==> config.mk <==
export PLATFORM = sky130hd
export DESIGN_NAME = expect_cmp
export DESIGN_NICKNAME = d
export VERILOG_FILES = /design/src/rtl/expect_cmp_pkg.sv /design/src/rtl/expect_cmp_lane.sv /design/src/rtl/expect_cmp_window.sv /design/src/rtl/expect_cmp.sv
export SDC_FILE = /design/constraint.sdc
export NUM_CORES = 1
export LEC_CHECK = 0
export ABC_AREA = 1
export BUFFER_PORTS_ARGS = -buffer_cell sky130_fd_sc_hd__buf_2
export CAP_MARGIN = 20
export CORE_UTILIZATION = 44
export CTS_CLUSTER_SIZE = 14
export DETAILED_ROUTE_END_ITERATION = 12
export HOLD_SLACK_MARGIN = 0.12
export PLACE_DENSITY = 0.75
export SYNTH_ARGS = -nofsm -noshare
export SYNTH_HDL_FRONTEND = slang
export SYNTH_SLANG_ARGS = --single-unit
export TNS_END_PERCENT = 50
==> constraint.sdc <==
create_clock -name clk -period 1.88 [get_ports clk]
set_clock_uncertainty 0.2 [all_clocks]
set_input_delay 0.282 -clock clk [delete_from_list [all_inputs] [get_ports clk]]
set_output_delay 0.282 -clock clk [all_outputs]
set_load 0.005 [all_outputs]
==> src/rtl/expect_cmp_pkg.sv <==
package expect_cmp_pkg;

   // Expected-symbol encoding, two bits per channel
   localparam logic [1:0] SYM_LOW  = 2'b00;
   localparam logic [1:0] SYM_HIGH = 2'b01;
   localparam logic [1:0] SYM_DC   = 2'b10;   // any code with bit 1 set

   localparam int unsigned SYM_W = 2;

   // Mismatch of one channel against its expected symbol
   function automatic logic sym_miss(input logic [SYM_W-1:0] sym, input logic bit_in);
      return (sym[1] == 1'b0) && (sym[0] != bit_in);
   endfunction

endpackage

==> src/rtl/expect_cmp_lane.sv <==
module expect_cmp_lane
   import expect_cmp_pkg::*;
(
   input  logic             clk,
   input  logic             rst_n,
   input  logic             smp_vld,
   input  logic             bit_in,
   input  logic [SYM_W-1:0] sym,
   output logic             miss_now,
   output logic             miss_q
);

   assign miss_now = smp_vld & sym_miss(sym, bit_in);

   always_ff @(posedge clk or negedge rst_n) begin
      if (!rst_n) miss_q <= 1'b0;
      else        miss_q <= miss_now;
   end

   // don't-care never flags
   p_dc_never_miss_r3: assert property (@(posedge clk) disable iff (!rst_n)
      (smp_vld && sym[1]) |=> !miss_q);

   // expect-low read high flags
   p_low_miss_r1: assert property (@(posedge clk) disable iff (!rst_n)
      (smp_vld && sym == SYM_LOW && bit_in) |=> miss_q);

   // expect-high read low flags
   p_high_miss_r2: assert property (@(posedge clk) disable iff (!rst_n)
      (smp_vld && sym == SYM_HIGH && !bit_in) |=> miss_q);

endmodule

==> src/rtl/expect_cmp_window.sv <==
module expect_cmp_window #(
   parameter int unsigned CNT_W = 8
) (
   input  logic             clk,
   input  logic             rst_n,
   input  logic             smp_vld,
   input  logic             any_miss,
   input  logic             win_start,
   input  logic             win_end,
   output logic [CNT_W-1:0] fail_cnt,
   output logic             win_pass,
   output logic             result_vld
);

   localparam logic [CNT_W-1:0] CNT_MAX = {CNT_W{1'b1}};

   logic             in_win;
   logic             open_eff;
   logic             hit;
   logic             ending;
   logic [CNT_W-1:0] cnt_base;
   logic [CNT_W-1:0] cnt_nxt;

   always_comb begin
      open_eff = win_start | in_win;
      hit      = smp_vld & any_miss & open_eff;
      ending   = win_end & open_eff;
      cnt_base = win_start ? '0 : fail_cnt;
      cnt_nxt  = (hit && (cnt_base != CNT_MAX)) ? cnt_base + CNT_W'(1) : cnt_base;
   end

   always_ff @(posedge clk or negedge rst_n) begin
      if (!rst_n) begin
         in_win     <= 1'b0;
         fail_cnt   <= '0;
         win_pass   <= 1'b0;
         result_vld <= 1'b0;
      end else begin
         in_win     <= open_eff & ~win_end;
         fail_cnt   <= cnt_nxt;
         result_vld <= ending;
         if (ending)         win_pass <= (cnt_nxt == '0);
         else if (win_start) win_pass <= 1'b0;
      end
   end

   // count moves by at most one outside a restart
   p_cnt_step_r6: assert property (@(posedge clk) disable iff (!rst_n)
      !win_start |=> (fail_cnt == $past(fail_cnt)) || (fail_cnt == $past(fail_cnt) + CNT_W'(1)));

   // saturated count holds
   p_sat_hold_r7: assert property (@(posedge clk) disable iff (!rst_n)
      (!win_start && fail_cnt == CNT_MAX) |=> fail_cnt == CNT_MAX);

   // start clears the verdict and the count
   p_start_clear_r5: assert property (@(posedge clk) disable iff (!rst_n)
      (win_start && !win_end) |=> (fail_cnt <= CNT_W'(1)) && !win_pass);

   // a pass verdict comes with a zero count
   p_pass_clean_r8: assert property (@(posedge clk) disable iff (!rst_n)
      (result_vld && win_pass) |-> fail_cnt == '0);

   // stray end gives no strobe
   p_stray_end_r9: assert property (@(posedge clk) disable iff (!rst_n)
      (win_end && !win_start && !in_win) |=> !result_vld);

endmodule

==> src/rtl/expect_cmp.sv <==
module expect_cmp
   import expect_cmp_pkg::*;
#(
   parameter int unsigned LANES = 8,
   parameter int unsigned CNT_W = 8
) (
   input  logic                   clk,
   input  logic                   rst_n,
   input  logic                   smp_vld,
   input  logic [LANES-1:0]       smp_data,
   input  logic [SYM_W*LANES-1:0] exp_sym,
   input  logic                   win_start,
   input  logic                   win_end,
   output logic [LANES-1:0]       miss_vec,
   output logic                   miss_vld,
   output logic [CNT_W-1:0]       fail_cnt,
   output logic                   win_pass,
   output logic                   result_vld
);

   if (LANES < 1) begin : g_bad_lanes
      $error("expect_cmp: LANES must be at least 1");
   end
   if (CNT_W < 1) begin : g_bad_cnt
      $error("expect_cmp: CNT_W must be at least 1");
   end

   logic [LANES-1:0] miss_now;
   logic             any_miss;

   for (genvar i = 0; i < LANES; i++) begin : g_lane
      expect_cmp_lane u_lane (
         .clk      (clk),
         .rst_n    (rst_n),
         .smp_vld  (smp_vld),
         .bit_in   (smp_data[i]),
         .sym      (exp_sym[SYM_W*i +: SYM_W]),
         .miss_now (miss_now[i]),
         .miss_q   (miss_vec[i])
      );
   end

   assign any_miss = |miss_now;

   always_ff @(posedge clk or negedge rst_n) begin
      if (!rst_n) miss_vld <= 1'b0;
      else        miss_vld <= smp_vld;
   end

   expect_cmp_window #(.CNT_W(CNT_W)) u_window (
      .clk        (clk),
      .rst_n      (rst_n),
      .smp_vld    (smp_vld),
      .any_miss   (any_miss),
      .win_start  (win_start),
      .win_end    (win_end),
      .fail_cnt   (fail_cnt),
      .win_pass   (win_pass),
      .result_vld (result_vld)
   );

   // no flags without a valid sample
   p_idle_quiet_r4: assert property (@(posedge clk) disable iff (!rst_n)
      !smp_vld |=> (miss_vec == '0) && !miss_vld);

endmodule

==> results.md, run 1 <==
- Outcome: complete, but fails checks
- Violated checks: negative setup slack
- CP Max Fanout: 5
- Detail Route Antenna Nets: 0
- P per Cell Area: 619.6 nW/um2
- Routed length per instance: 11.08 um
- DRT iter0 DRCs: 39
- Max VDD drop: 0.3757 mV
- GP Congestion: just under 0.9
- Hold EP: u_window.in_win
- CTS clk-pin slew, worst paths: about 0.12 ns
- Final min period: ~2 ns
- CTS Buffer Depth: 2
- Hold depth: 3
- P&R area growth vs syn: 45.22%
- Vias per inst: around 4.6
- FMAX: about 500 MHz
- Pleak: roughly 0.0013 uW
- Die Wd: between 50 and 60 um
- DR vias: 1357
- CORE AREA: 2829 um2
- Final hold slack: ~0.18 ns
- Max Cap Viol: 0
- Syn Inst Count: around 190
- Mapped cell area: ~1300 um2
- Util after Layout: 0.6917
- HPWL Detailed: about 2400 um
- Top cells by area, synth: dfrtp_1 (37%), inv_1 (13%), nand2_1 (13%)
- Final worst-path cycle share: 1.061
- Main synth FF type: dfrtp_1
- Setup crit end kind: flip-flop
- Initial core utilization: 0.4763
- Placed Cells: ~280
- RSZ-0062 raised after global routing: yes
- Total track usage: 0.2238
- H-tree levels: 1
- Hold WC Path Type: in2reg
- Share of post-route cells with drive strength above 1: 0.4075
- N_diodes: 0
- Num CTS Buffers: 3
- Synth Net Count: between 200 and 250
- 1st-pass router iterations: 4
- R2R Setup Slk: -0.11 ns
- IO buf count: 47
- Post-synth EDFFs: 0
- Final WS setup: -0.1147 ns
- Hold Crit Start: win_start
- Reg2reg end: u_window.win_pass
- Synth area leader: dfrtp_1
- Root Buffer: clkbuf_4
- Share of the synthesized area in the top cell type: 0.3714
- Async SR Flop Fraction: 1.000
- Final Hold Fails: 0
- Die H: ~57 um
- # IOs: 48
- Placement Rows: 19
- R2r startpoint: u_window.fail_cnt[1]
- Worst EP arrival: 2.05 ns
- Antenna violations before repair: 0
- Congestion Overflow GR: 0
- Largest net degree at the start of global routing: 21
- Setup-failing EPs final: 2
- Layout net count: just under 300
- TritonCTS clock tree: built
- Mapped Avg Cell Area: between 7 and 8 um2
- Sequential element share of the synthesized area: 0.3714
- Crit path launch type: flip-flop
- Num Clock Sinks: 20
- Fin. max-slew vios: 0
- Cells on worst reg2reg path: 14
- Most instantiated cells after synthesis: inv_1 (46), nand2_1 (46), dfrtp_1 (20), nor2_1 (20), nand3_1 (15)
- DRC: 0
- Vias in the first global route: about 1400
- Clk_lat worst skew: approximately 0.30 ns
- Crit Path Class: reg2reg
- Slew Limit Headroom: 0.6932
- First-pass GRT wire length: 5664 um
- Required time of the critical path: 1.93 ns
- FF+latch count, synth: 20
- Slew @ Worst Pin: around 0.46 ns
- Syn. warnings: 0
- Non-filler cells, final: 296
- DRT Wirelength: about 3300 um
- DIE AREA: roughly 3300 um2
- Number of distinct library cells after synthesis: 25
[area by class of cell]
type | instances | area [um2]
Timing Repair Buffer | 83 | 533.0
Inverter | 50 | 192.7
Sequential cell | 20 | 500.5
Tap cell | 31 | 38.79
Multi-Input combinational cell | 108 | 639.4
Clock inverter | 1 | 30.03
Clock buffer | 3 | 22.52
Fill cell | 243 | 872.1
[timing repair]
item / CTS / global route
setup buffers: 2 / 4
endpoints found under the hold margin: 31 / 0
endpoints found under the setup margin: 3 / 8
pin swaps: 1 / 9
gates resized for setup: 1 / 10
hold buffers: 11 / 0
[worst max-delay path: stages (launching register included)]
cell and delay (ns):
dfrtp_1 0.38, inv_2 0.06, nor2_4 0.13, ha_4 0.16
nand2_4 0.06, nor2_8 0.13, nand4_4 0.12, and2_4 0.20
nand3_2 0.06, nand2_2 0.05, nand2_2 0.07, nand3_2 0.08
nor2_2 0.11, nand2_1 0.06, nand2_1 0.07
[power by group]
group          switching, uW  internal (uW)
combinational            196            184
sequential              17.9            461
clock                    139            216
[kinds of logic (layout without fill, tap and decap cells)]
| kind of cell | count (synthesis) | in the layout | share of synthesized area |
|---|---|---|---|
| adder cells (fa/ha/maj) | 1 | 1 | 0.009284 |
| XOR/XNOR | 2 | 2 | 0.01300 |
| flip-flops | 20 | 20 | 0.3714 |
| AND/OR/NAND/NOR | 102 | 102 | 0.3993 |
| buffers and inverters | 59 | 137 | 0.1959 |
| AO/OA/AOI/OAI | 3 | 3 | 0.01114 |
[layer usage]
| metal | up-vias | track usage | part of all wire |
|---|---|---|---|
| met5 | - | 0 | 0 |
| met4 | 0 | 0.08014 | 0.017 |
| met3 | 7 | 0.04535 | 0.054 |
| met2 | 44 | 0.4037 | 0.53 |
| met1 | 610 | 0.2612 | 0.40 |
| li1 | 696 | - | - |
[cells in the final DEF, fill, tap and decap left out, drive strengths merged]
master       netlist  layout
xnor2              1       1
clkinv             1       1
nand3b             1       1
nand4              5       5
and2               2       2
dlygate4sd3        0      11
inv               49      49
bufinv             0       1
dfrtp             20      20
nor3               1       1
nand2             49      49
nor2              26      26
xor2               1       1
buf                9      72
clkbuf             0       3
nand3             18      18
o21ai              1       1
ha                 1       1
a21oi              2       2
[metrics by stage]
step	setup WS, ns	area (um2)	power (uW)	setup TNS (ns)
2_1_floorplan	0.007240	1363	651.4	0
5_1_grt	-0.2390	1957	1287	-0.4407
6_report	-0.1147	1957	1213	-0.1602
3_3_place_gp	-0.1015	1708	790.6	-0.1102
3_5_place_dp	-0.1670	1708	797.4	-0.3642
4_1_cts	-0.1043	1891	1179	-0.1043
[worst max-delay path by stage]
stage | from | end | slack, ns | cells past startpoint
2_1_floorplan | u_window.fail_cnt[0] | u_window.win_pass | 0.007 | 14
3_3_place_gp | win_start | u_window.win_pass | -0.10 | 14
3_5_place_dp | win_start | u_window.win_pass | -0.17 | 14
4_1_cts | u_window.fail_cnt[1] | u_window.win_pass | -0.10 | 14
5_1_grt | u_window.fail_cnt[0] | u_window.win_pass | -0.24 | 14
6_report | u_window.fail_cnt[1] | u_window.win_pass | -0.11 | 14
[state kept, by name, indices dropped and copies added (netlist names)]
name,flops
g_lane.u_lane.miss_q,8
u_window.result_vld,1
u_window.win_pass,1
u_window.fail_cnt,8
miss_vld,1
u_window.in_win,1
Power figures use the tool's default switching activity.
==> run 2, diff against run 1 <==
==> constraint.sdc (replaced) <==
create_clock -name clk -period 1.88 [get_ports clk]
set_clock_uncertainty 0.2 [all_clocks]
set_input_delay 0.282 -clock clk [delete_from_list [all_inputs] [get_ports clk]]
set_output_delay 0.282 -clock clk [all_outputs]
set_load 0.01 [all_outputs]
==> run 2 against run 1 <==
Effect of this change: the flow finishes with violations (design-rule violations, negative setup slack); setup slack gained 0.11 ns; fmax grew 5.7%; sequential share of layout area grew 0.38 points; via count shrank 1.2%; design area shrank 1.5%; flip-flop and latch count is the same; combinational power grew 2%; total power shrank 8.0%; final cell count shrank 0.34%; critical endpoint unchanged; largest power group unchanged; highest routed layer unchanged.
==> results.md, run 2 (same netlist as run 1, synthesis figures left out) <==
- Crit path launch type: flip-flop
- Die Wd: 57.34 um
- Die H: 57.34 um
- Most frequent cells in the layout: buf_2 (47), nand2_1 (44), inv_1 (43), buf_4 (23), dfrtp_1 (20)
- P per Cell Area: approximately 580 nW/um2
- Slew Limit Headroom: 0.7035
- Max VDD drop: about 0.34 mV
- Detail Route Antenna Nets: 0
- Setup-failing EPs final: 1
- 1st-pass router iterations: 8
- Max Cap Viol: 0
- GP Congestion: 0.8447
- Final WS setup: -0.007087 ns
- Outcome: complete, but fails checks
- Root Buffer: clkbuf_4
- Num Clock Sinks: 20
- DRT Wirelength: ~3100 um
- Grt met2 use: 0.3821
- Num CTS Buffers: 3
- Clock group share of total power: 0.223
- GR Util met3: 0.03855
- NetSw: 345.5 uW
- HPWL Detailed: between 2000 and 2500 um
- DRT iter0 DRCs: 35
- P&R area growth vs syn: 43.08%
- CORE AREA: 2829 um2
- TritonCTS clock tree: built
- CP Max Fanout: 5
- RSZ-0062 raised after global routing: yes
- Routed length per instance: ~11 um
- Fin. max-slew vios: 0
- DIE AREA: 3288 um2
- Vias in the first global route: 1329
- Design area: approximately 1900 um2
- IO buf count: 47
- First-pass GRT wire length: ~5300 um
- Crit-path slowest cell: dfrtp_1
- FMAX: roughly 530 MHz
- Largest registers: g_lane.u_lane.miss_q x8, u_window.fail_cnt x8
- Final worst-path cycle share: 1.004
- Violated checks: design-rule violations, negative setup slack
- FILL cells: 260
- Pleak: ~0.0012 uW
- Slew @ Worst Pin: between 0.4 and 0.5 ns
- DRC: 1
- Critical-path cell list: inv_2 > nor2_4 > ha_4 > nand2_4 > nor2_8 > nand4_4 > and2_4 > nand3_2 > nand2_1 > nand2_2 > nand2_1 > nor2_2 > nand2_1 > nand2_1
- Share of post-route cells with drive strength above 1: 0.3977
- CP delay by family, top: simple AND/OR/NAND/NOR gates
- Placed cell area: about 1700 um2
- Initial core utilization: 0.4763
- Commonest non-fill, non-tap cell in the layout: buf_2
- GR peak layer: met2
- Placement Rows: 19
- Comb power frac: 0.347
- N_diodes: 0
- Largest net degree at the start of global routing: 21
- DR vias: 1341
- Register share of total power: 0.430
- CTS Buffer Depth: 2
- Buf+Inv Stages, Crit Path: 1
- Worst EP arrival: ~1.9 ns
- Congestion Overflow GR: 0
- CP peak stage delay: between 0.3 and 0.4 ns
- Clk_lat worst skew: 0.30 ns
- Required time of the critical path: 1.93 ns
- # IOs: 48
- Hold WC Path Type: in2async
- P_int: approximately 770 uW
- Sw Ratio: 0.3097
- Setup_tns: -0.007087 ns
- Final Hold Fails: 0
- CTS clk-pin slew, worst paths: approximately 0.11 ns
- Antenna violations before repair: 0
- Layout net count: a little under 300
- Setup crit end kind: flip-flop
- H-tree levels: 1
- Total track usage: 0.2111
- Crit-path most repeated cell: nand2_1
- Vias per inst: between 4 and 5
- Met1 GRT Util: 0.2431
- Final min period: between 1.5 and 2 ns
- Crit Path Class: reg2reg
==> run 2: power groups by stage <==
| stage | combinational (uW) | sequential [uW] | clock, uW |
|---|---|---|---|
| 6_report | 387 | 480 | 249 |
| 3_3_place_gp | 325 | 489 | 0 |
| 5_1_grt | 430 | 483 | 272 |
| 2_1_floorplan | 168 | 498 | 0 |
| 4_1_cts | 365 | 480 | 258 |
| 3_5_place_dp | 329 | 489 | 0 |
==> run 2: metal layers <==
| layer | routed length (um) | up-vias |
|---|---|---|
| li1 | - | 693 |
| met1 | 1283 | 597 |
| met2 | 1602 | 47 |
| met3 | 206 | 4 |
| met4 | 38 | 0 |
| met5 | 0 | - |
==> run 2: worst paths after layout <==
check                                          start                    to  slack (ns)  cells after the start
worst min register to register       u_window.in_win       u_window.in_win        0.34                      2
worst max register to register  u_window.fail_cnt[1]     u_window.win_pass      -0.007                     14
worst max-delay path            u_window.fail_cnt[1]     u_window.win_pass      -0.007                     14
max in group asynchronous                      rst_n  u_window.fail_cnt[0]        0.92                      2
worst min-delay path                           rst_n  u_window.fail_cnt[5]        0.26                      2
min in group clk                           win_start       u_window.in_win        0.34                      4
==> run 2: what timing repair did <==
item / 4_1_cts / 5_1_grt
hold buffers: 11 / 0
setup buffers: 2 / 3
pin swaps: 4 / 7
resized for setup: 3 / 5
endpoints found under the hold margin: 32 / 0
endpoints found under the setup margin: 2 / 6
==> run 2: stage by stage <==
stage | instances | util | hold WS, ns | setup WS, ns | power, uW
after floorplan | 187 | - | -0.2136 | 0.01049 | 665.7
after global placement | 275 | 0.6037 | 0.05730 | -0.08295 | 813.9
after detailed placement | 275 | 0.6037 | 0.05394 | -0.1276 | 817.7
after CTS | 292 | 0.6678 | 0.2566 | -0.06481 | 1104
after global routing | 295 | 0.6816 | 0.2971 | -0.1659 | 1185
final | 295 | 0.6816 | 0.2578 | -0.007087 | 1115
==> run 2: cell type report <==
type | count | area, um2 | area share
timing repair buffer | 82 | 529.3 | 0.2745
tap | 31 | 38.79 | 0.02012
multi-input combinational | 108 | 630.6 | 0.3271
sequential | 20 | 500.5 | 0.2596
clock buffer | 4 | 36.28 | 0.01882
inverter | 50 | 192.7 | 0.09994
